`src/rtl/pps_pkg.sv`:
```
`timescale 1ns/1ps
package pps_pkg;

  localparam int ADDR_W = 3;
  localparam int DLY_W  = 13;
  localparam int REF_W  = 24;
  localparam int CYC_W  = 5;
  localparam logic [15:0] UNLOCK_KEY = 16'hABCD;

  localparam logic [ADDR_W-1:0] A_STATUS = 3'd0;
  localparam logic [ADDR_W-1:0] A_CTRL   = 3'd1;
  localparam logic [ADDR_W-1:0] A_ONT    = 3'd2;
  localparam logic [ADDR_W-1:0] A_OFFT   = 3'd3;
  localparam logic [ADDR_W-1:0] A_DIV    = 3'd4;

  localparam logic [1:0] PROG_IDLE = 2'b00;
  localparam logic [1:0] PROG_UP   = 2'b01;
  localparam logic [1:0] PROG_DOWN = 2'b10;

  typedef enum logic [2:0] {
    ST_IDLE, ST_CYCLE, ST_PWRUP, ST_SETTLE, ST_ON, ST_BLOFF, ST_PWRDN
  } seq_state_e;

  typedef enum logic [2:0] {
    TM_NONE, TM_PWRUP, TM_SETTLE, TM_BLOFF, TM_PWRDN, TM_CYCLE
  } timer_sel_e;

  typedef struct packed {
    logic       timerStart;
    timer_sel_e timerSel;
  } seq_cmd_t;

  typedef struct packed {
    logic [15:0] key;
    logic        vddOverride;
    logic        blEnable;
    logic        pdor;
    logic        targetOn;
  } ctrl_reg_t;

endpackage

```
`src/rtl/pps_datapath.sv`:
```
`timescale 1ns/1ps
module pps_datapath
  import pps_pkg::*;
#(
  parameter int DEF_REF_DIV = 20000,
  parameter int CYC_TICKS   = 1000,
  parameter int TICK_W      = 16
) (
  input  logic              clk,
  input  logic              hardRst,
  input  logic              rst,
  input  logic              wrEn,
  input  logic [ADDR_W-1:0] addr,
  input  logic [31:0]       wrData,
  input  logic [31:0]       statusWord,
  input  seq_cmd_t          cmd,
  output logic [31:0]       rdData,
  output logic              timerDone,
  output logic              targetOn,
  output logic              pdor,
  output logic              blEnable,
  output logic              vddOverride
);

  ctrl_reg_t          ctrlReg;
  logic [1:0]         portSel;
  logic [DLY_W-1:0]   pwrUpDly, settleDly, blOffDly, pwrDnDly;
  logic [REF_W-1:0]   refDiv;
  logic [CYC_W-1:0]   cycField;

  logic [REF_W-1:0]   preCnt, divM1;
  logic [TICK_W-1:0]  tickCnt, target;
  logic [31:0]        cycProd;
  logic               tickNow, unlocked;

  assign unlocked = (ctrlReg.key == UNLOCK_KEY);

  // register file
  always_ff @(posedge clk) begin
    if (hardRst) begin
      ctrlReg   <= '0;
      portSel   <= '0;
      pwrUpDly  <= '0;
      settleDly <= '0;
      blOffDly  <= '0;
      pwrDnDly  <= '0;
      refDiv    <= REF_W'(DEF_REF_DIV);
      cycField  <= '0;
    end else if (rst) begin
      ctrlReg.targetOn    <= 1'b0;
      ctrlReg.blEnable    <= 1'b0;
      ctrlReg.vddOverride <= 1'b0;
    end else if (wrEn) begin
      if (addr == A_CTRL)
        ctrlReg <= {wrData[31:16], wrData[3:0]};
      if (unlocked && addr == A_ONT) begin
        portSel   <= wrData[31:30];
        pwrUpDly  <= wrData[28:16];
        settleDly <= wrData[12:0];
      end
      if (unlocked && addr == A_OFFT) begin
        pwrDnDly <= wrData[28:16];
        blOffDly <= wrData[12:0];
      end
      if (unlocked && addr == A_DIV) begin
        refDiv   <= wrData[31:8];
        cycField <= wrData[4:0];
      end
    end
  end

  // reference tick and phase timer
  assign divM1   = (refDiv == '0) ? '0 : refDiv - 1'b1;
  assign tickNow = (preCnt >= divM1);

  always_ff @(posedge clk) begin
    if (hardRst || rst || cmd.timerStart) begin
      preCnt  <= '0;
      tickCnt <= '0;
    end else if (tickNow) begin
      preCnt <= '0;
      if (tickCnt != {TICK_W{1'b1}})
        tickCnt <= tickCnt + 1'b1;
    end else begin
      preCnt <= preCnt + 1'b1;
    end
  end

  always_comb begin
    cycProd = (cycField > 5'd1) ? (32'(cycField) - 32'd1) * 32'(CYC_TICKS) : 32'd0;
    case (cmd.timerSel)
      TM_PWRUP:  target = TICK_W'(pwrUpDly);
      TM_SETTLE: target = TICK_W'(settleDly);
      TM_BLOFF:  target = TICK_W'(blOffDly);
      TM_PWRDN:  target = TICK_W'(pwrDnDly);
      TM_CYCLE:  target = TICK_W'(cycProd);
      default:   target = '0;
    endcase
  end

  assign timerDone = (tickCnt >= target);

  // read mux
  always_comb begin
    case (addr)
      A_STATUS: rdData = statusWord;
      A_CTRL:   rdData = {ctrlReg.key, 12'd0, ctrlReg.vddOverride, ctrlReg.blEnable,
                          ctrlReg.pdor, ctrlReg.targetOn};
      A_ONT:    rdData = {portSel, 1'b0, pwrUpDly, 3'd0, settleDly};
      A_OFFT:   rdData = {3'd0, pwrDnDly, 3'd0, blOffDly};
      A_DIV:    rdData = {refDiv, 3'd0, cycField};
      default:  rdData = '0;
    endcase
  end

  assign targetOn    = ctrlReg.targetOn;
  assign pdor        = ctrlReg.pdor;
  assign blEnable    = ctrlReg.blEnable;
  assign vddOverride = ctrlReg.vddOverride;

endmodule

```
`src/rtl/pps_ctrl.sv`:
```
`timescale 1ns/1ps
module pps_ctrl
  import pps_pkg::*;
(
  input  logic       clk,
  input  logic       hardRst,
  input  logic       rst,
  input  logic       targetOn,
  input  logic       pdor,
  input  logic       blEnable,
  input  logic       vddOverride,
  input  logic       timerDone,
  output seq_cmd_t   cmd,
  output logic       panelVdd,
  output logic       backlightEn,
  output logic       enabled,
  output logic [1:0] progress,
  output logic       cycActive
);

  seq_state_e state, nextState;

  always_comb begin
    nextState = state;
    case (state)
      ST_IDLE:   if (targetOn) nextState = ST_PWRUP;
      ST_CYCLE:  if (timerDone) nextState = ST_IDLE;
      ST_PWRUP:  if (!targetOn) nextState = ST_BLOFF;
                 else if (timerDone) nextState = ST_SETTLE;
      ST_SETTLE: if (!targetOn) nextState = ST_BLOFF;
                 else if (timerDone) nextState = ST_ON;
      ST_ON:     if (!targetOn) nextState = ST_BLOFF;
      ST_BLOFF:  if (timerDone) nextState = ST_PWRDN;
      ST_PWRDN:  if (timerDone) nextState = ST_CYCLE;
      default:   nextState = ST_IDLE;
    endcase
  end

  always_ff @(posedge clk) begin
    if (hardRst)   state <= ST_IDLE;
    else if (rst)  state <= pdor ? ST_CYCLE : ST_IDLE;
    else           state <= nextState;
  end

  always_comb begin
    cmd.timerStart = (nextState != state);
    case (state)
      ST_PWRUP:  cmd.timerSel = TM_PWRUP;
      ST_SETTLE: cmd.timerSel = TM_SETTLE;
      ST_BLOFF:  cmd.timerSel = TM_BLOFF;
      ST_PWRDN:  cmd.timerSel = TM_PWRDN;
      ST_CYCLE:  cmd.timerSel = TM_CYCLE;
      default:   cmd.timerSel = TM_NONE;
    endcase
  end

  always_comb begin
    panelVdd    = (state == ST_PWRUP) || (state == ST_SETTLE) || (state == ST_ON) ||
                  (state == ST_BLOFF) || ((state == ST_IDLE) && vddOverride);
    backlightEn = (state == ST_ON) && blEnable;
    enabled     = (state == ST_SETTLE) || (state == ST_ON);
    cycActive   = (state == ST_CYCLE);
    case (state)
      ST_PWRUP, ST_SETTLE: progress = PROG_UP;
      ST_BLOFF, ST_PWRDN:  progress = PROG_DOWN;
      default:             progress = PROG_IDLE;
    endcase
  end

endmodule

```
`src/rtl/panel_pwr_seq.sv`:
```
`timescale 1ns/1ps
module panel_pwr_seq
  import pps_pkg::*;
#(
  parameter int DEF_REF_DIV = 20000,
  parameter int CYC_TICKS   = 1000,
  parameter int TICK_W      = 16
) (
  input  logic        clk,
  input  logic        hardRst,
  input  logic        rst,
  input  logic        wrEn,
  input  logic [2:0]  addr,
  input  logic [31:0] wrData,
  output logic [31:0] rdData,
  output logic        panelVdd,
  output logic        backlightEn
);

  seq_cmd_t   cmd;
  logic       timerDone, targetOn, pdor, blEnable, vddOverride;
  logic       enabled, cycActive;
  logic [1:0] progress;
  logic [31:0] statusWord;

  assign statusWord = {enabled, 1'b0, progress, cycActive, 27'd0};

  pps_datapath #(
    .DEF_REF_DIV(DEF_REF_DIV), .CYC_TICKS(CYC_TICKS), .TICK_W(TICK_W)
  ) u_dp (
    .clk(clk), .hardRst(hardRst), .rst(rst), .wrEn(wrEn), .addr(addr),
    .wrData(wrData), .statusWord(statusWord), .cmd(cmd), .rdData(rdData),
    .timerDone(timerDone), .targetOn(targetOn), .pdor(pdor),
    .blEnable(blEnable), .vddOverride(vddOverride)
  );

  pps_ctrl u_ctrl (
    .clk(clk), .hardRst(hardRst), .rst(rst), .targetOn(targetOn), .pdor(pdor),
    .blEnable(blEnable), .vddOverride(vddOverride), .timerDone(timerDone),
    .cmd(cmd), .panelVdd(panelVdd), .backlightEn(backlightEn),
    .enabled(enabled), .progress(progress), .cycActive(cycActive)
  );

endmodule

```
`config.mk`:
```
export PLATFORM = sky130hd
export DESIGN_NAME = panel_pwr_seq
export DESIGN_NICKNAME = d
export VERILOG_FILES = /design/src/rtl/pps_pkg.sv /design/src/rtl/pps_datapath.sv /design/src/rtl/pps_ctrl.sv /design/src/rtl/panel_pwr_seq.sv
export SDC_FILE = /design/constraint.sdc
export NUM_CORES = 1
export LEC_CHECK = 0
export BUFFER_PORTS_ARGS = -buffer_cell sky130_fd_sc_hd__buf_2
export CORE_MARGIN = 8
export CORE_UTILIZATION = 40
export CTS_CLUSTER_DIAMETER = 30
export CTS_CLUSTER_SIZE = 14
export DETAILED_ROUTE_END_ITERATION = 8
export MAX_ROUTING_LAYER = met4
export SYNTH_ARGS = -nofsm -noshare
export SYNTH_HDL_FRONTEND = slang
export SYNTH_SLANG_ARGS = --single-unit
```
`constraint.sdc`:
```
create_clock -name clk -period 9.2 [get_ports clk]
set_input_delay 0.92 -clock clk [delete_from_list [all_inputs] [get_ports clk]]
set_output_delay 0.92 -clock clk [all_outputs]
set_load 0.1 [all_outputs]
```
==> impl_results.md <==
* Peak Freq at 126 MHz
* CTS sink count at roughly 150
* Leak at 4.33 nW
* Most used flip-flop cell after synthesis: dfxtp_1
* Slew margin rel. at 0.304
* Proportion of netlist area held by the largest area contributor at 0.312
* Post-synthesis cell type count at 62
* Syn Area/Cell at about 8 sq um
* 1st-iter DRT viols at between 700 and 800
* Sequential area share after synthesis at 0.312
* Worst vdd ir at approximately 0.11 mV
* Area grow syn2layout at 12.4%
* Die ar. at 28500 sq um
* Max Transition Viols Final at 0
* Worst skew pair latency at between 0.4 and 0.5 ns
* Clock Tree Root: clkbuf_16
* Crit path max fanout at 24
* Fin nets at 1319
* Switching Share at 0.243
* CTS Hold Bufs at 0
* Detailed Routing Iterations Pass 1 at 8
* CTS H-tree depth at 4
* Maximum clock path buffer count at 2
* Logic gate share of total power at 0.045
* Initial antenna violation count at 0
* Chip width at 169 microns
* Final setup fails at 0
* CTS clk-pin slew, worst paths at around 0.070 ns
* Post-CTS sizing at 0
* Most frequent cell after synthesis: nand2_1
* Post-synth ARST share at 0
* IO buf count at ~70
* Worst-margin pin slew at roughly 1.0 ns
* Met2 Track Usage GR at 0.296
* Gr busiest metal: met2
* Max-Cap Viols at 0
* Synth Register Bits at roughly 150
* Critical path's most frequent cell: inv_1
* Main area contributors after synthesis: dfxtp_1 31%, ha_1 9.2%, mux2i_1 8.6%, nand2_1 7.7%, nor2_1 5.0%
* DRC Markers at 0
* Area leader, netlist: dfxtp_1
* CTS tree: built
* Psw at 334 uW
* CP peak stage delay at 0.83 ns
* Vias at just over 8000
* GR Util met1 at 0.259
* Drt total wl at between 20000 and 30000 microns
* Largest net degree at the start of global routing at 65
* CP Class: reg2reg
* Critical Path Sink Type: register
* RePlAce Congestion at roughly 0.86
* Commonest cells in the netlist: 191 x nand2_1, 146 x dfxtp_1, 125 x nor2_1
* M3 GR Usage at 0.0319
* Layout cells sized above 1 at 0.111
* PwrDens at roughly 130 nW/um^2
* CP startpoint kind: register
* RSZ-0062 raised after global routing: no
* DP HPWL at slightly below 20000 microns
* Minimum clock period at slightly below 8 ns
* Internal power at 1.04 mW
* DRT antenna net count at 0
* Hold WC Path Type: reg2reg
* Vias in the first global route at between 7000 and 8000
* Fillers at approximately 2300
* Fin crit share at 0.861
* Drt via density at approximately 5.4
* All-Layer GR Usage at 0.193
* Syn. warnings at 0
* Slowest CP cell: o211ai_2
* I/O pins at between 70 and 80
* Initial Util at 0.403
* Clock buffer count from CTS at 17
* GRT overflow at 0
* Die Height at around 170 microns
* Mapped cell area at ~9400 sq um
* Mapped Nets at approximately 1300
* Status: complete, no violations
* # Post-CTS Setup Buffers at 0
* ANT cells at 0
* Core Util, Final at 0.453
* Hold Vio Cnt, Final at 0
* Core Box Area at between 20000 and 25000 sq um
* Mapped Cells at between 1000 and 1500
* Setup TNS at 0 ns
* Global-route wire length before repair at 42900 microns
* Flop pwr share at 0.463
* Worst Clk Skew at around 0.0099 ns
* Rows at between 50 and 60
* Critical path arrival at just over 8 ns
* DR WL/cell at ~17 microns
* Share of total power in the clock network at 0.493
* Number of synthesized flops with an enable pin at 0
* Worst EP required at roughly 9.5 ns
## routing by layer
layer,part of all wire,up-vias,wire length [microns]
li1,-,4107,-
met1,0.48,3909,12900
met2,0.45,212,12100
met3,0.049,21,1320
met4,0.016,0,432
met5,0,-,0
## path summary, 6_finish.rpt
path                                  startpoint          endpoint  slack (ns)  cells after the start
worst max-delay path            u_dp.cycField[0]    u_dp.preCnt[4]        1.28                     28
worst min-delay path            u_dp.ctrlReg[17]  u_dp.ctrlReg[17]        0.47                      2
worst max register to register  u_dp.cycField[0]    u_dp.preCnt[4]        1.28                     28
worst min register to register  u_dp.ctrlReg[17]  u_dp.ctrlReg[17]        0.47                      2
## layout make-up
class                           instances  area, sq um  share of cell area
Multi-Input combinational cell        902         6020               0.572
Tap cell                              319          399              0.0379
Timing Repair Buffer                   81          430              0.0409
Sequential cell                       146         2920               0.278
Clock inverter                         10          101             0.00964
Inverter                               49          184              0.0175
Clock buffer                           22          464              0.0441
## critical path, delay by kind of cell (launching register included)
| kind | cells | cell delay [ns] |
|---|---|---|
| simple gates | 6 | 1.47 |
| fa+ha+maj | 7 | 2.82 |
| flops | 1 | 0.47 |
| buf+inv | 7 | 0.66 |
| xor+xnor | 2 | 0.51 |
| compound gates | 6 | 1.81 |
## cell families after synthesis
kind of cell	synth area share
simple gates	0.224
compound gates	0.144
flops	0.312
buf+inv	0.0460
mux	0.0928
fa+ha+maj	0.122
xor+xnor	0.0590
## metrics by stage
step	std cells	power [mW]	hold WS (ns)	cell area, sq um	worst slack (ns)
floorplan	1157	0.684	0.430	9360	2.33
global placement	1497	0.710	0.451	9950	1.59
detailed placement	1497	0.710	0.458	9950	1.27
CTS	1529	1.38	0.469	10500	1.25
global route	1529	1.41	0.488	10500	0.717
finish	1529	1.37	0.470	10500	1.28
## cells in the final DEF (no fill, tap or decap), types with 4 or more instances in the layout
cell type  count
nand2_1      191
dfxtp_1      146
nor2_1       125
a21oi_1       85
mux2i_1       80
buf_2         71
ha_1          69
inv_1         48
o21ai_0       45
xor2_1        33
a22oi_1       32
xnor2_1       30
nor3_1        23
nand3_1       20
clkbuf_16     17
fa_1          14
or3_1         11
a22o_1        10
a222oi_1      10
nand4_1       10
buf_4         10
or4_1          8
nor2b_1        8
and3_1         8
nand3b_1       7
nand2b_1       6
and2_1         6
nor4_1         6
o31ai_1        5
mux2_2         4
a21boi_0       4
a211oi_1       4
and4_1         4
## sequential cells by signal (all words and copies together), names as in the netlist, 2 cells and up
| signal | cells |
|---|---|
| u_dp.blOffDly | 13 |
| u_dp.portSel | 2 |
| u_dp.ctrlReg | 16 |
| u_dp.refDiv | 24 |
| u_ctrl.state | 3 |
| u_dp.pwrUpDly | 13 |
| u_dp.settleDly | 13 |
| u_dp.tickCnt | 16 |
| u_dp.pwrDnDly | 13 |
| u_dp.preCnt | 24 |
| u_dp.cycField | 5 |
## power by group through the flow
| stage | combinational, mW | clock [mW] | sequential, mW |
|---|---|---|---|
| finish | 0.0611 | 0.676 | 0.635 |
| global route | 0.0652 | 0.710 | 0.635 |
| CTS | 0.0613 | 0.685 | 0.635 |
| detailed placement | 0.0611 | 0 | 0.649 |
| global placement | 0.0610 | 0 | 0.649 |
| floorplan | 0.0348 | 0 | 0.649 |
No activity file was read; power rests on OpenSTA's default activity.
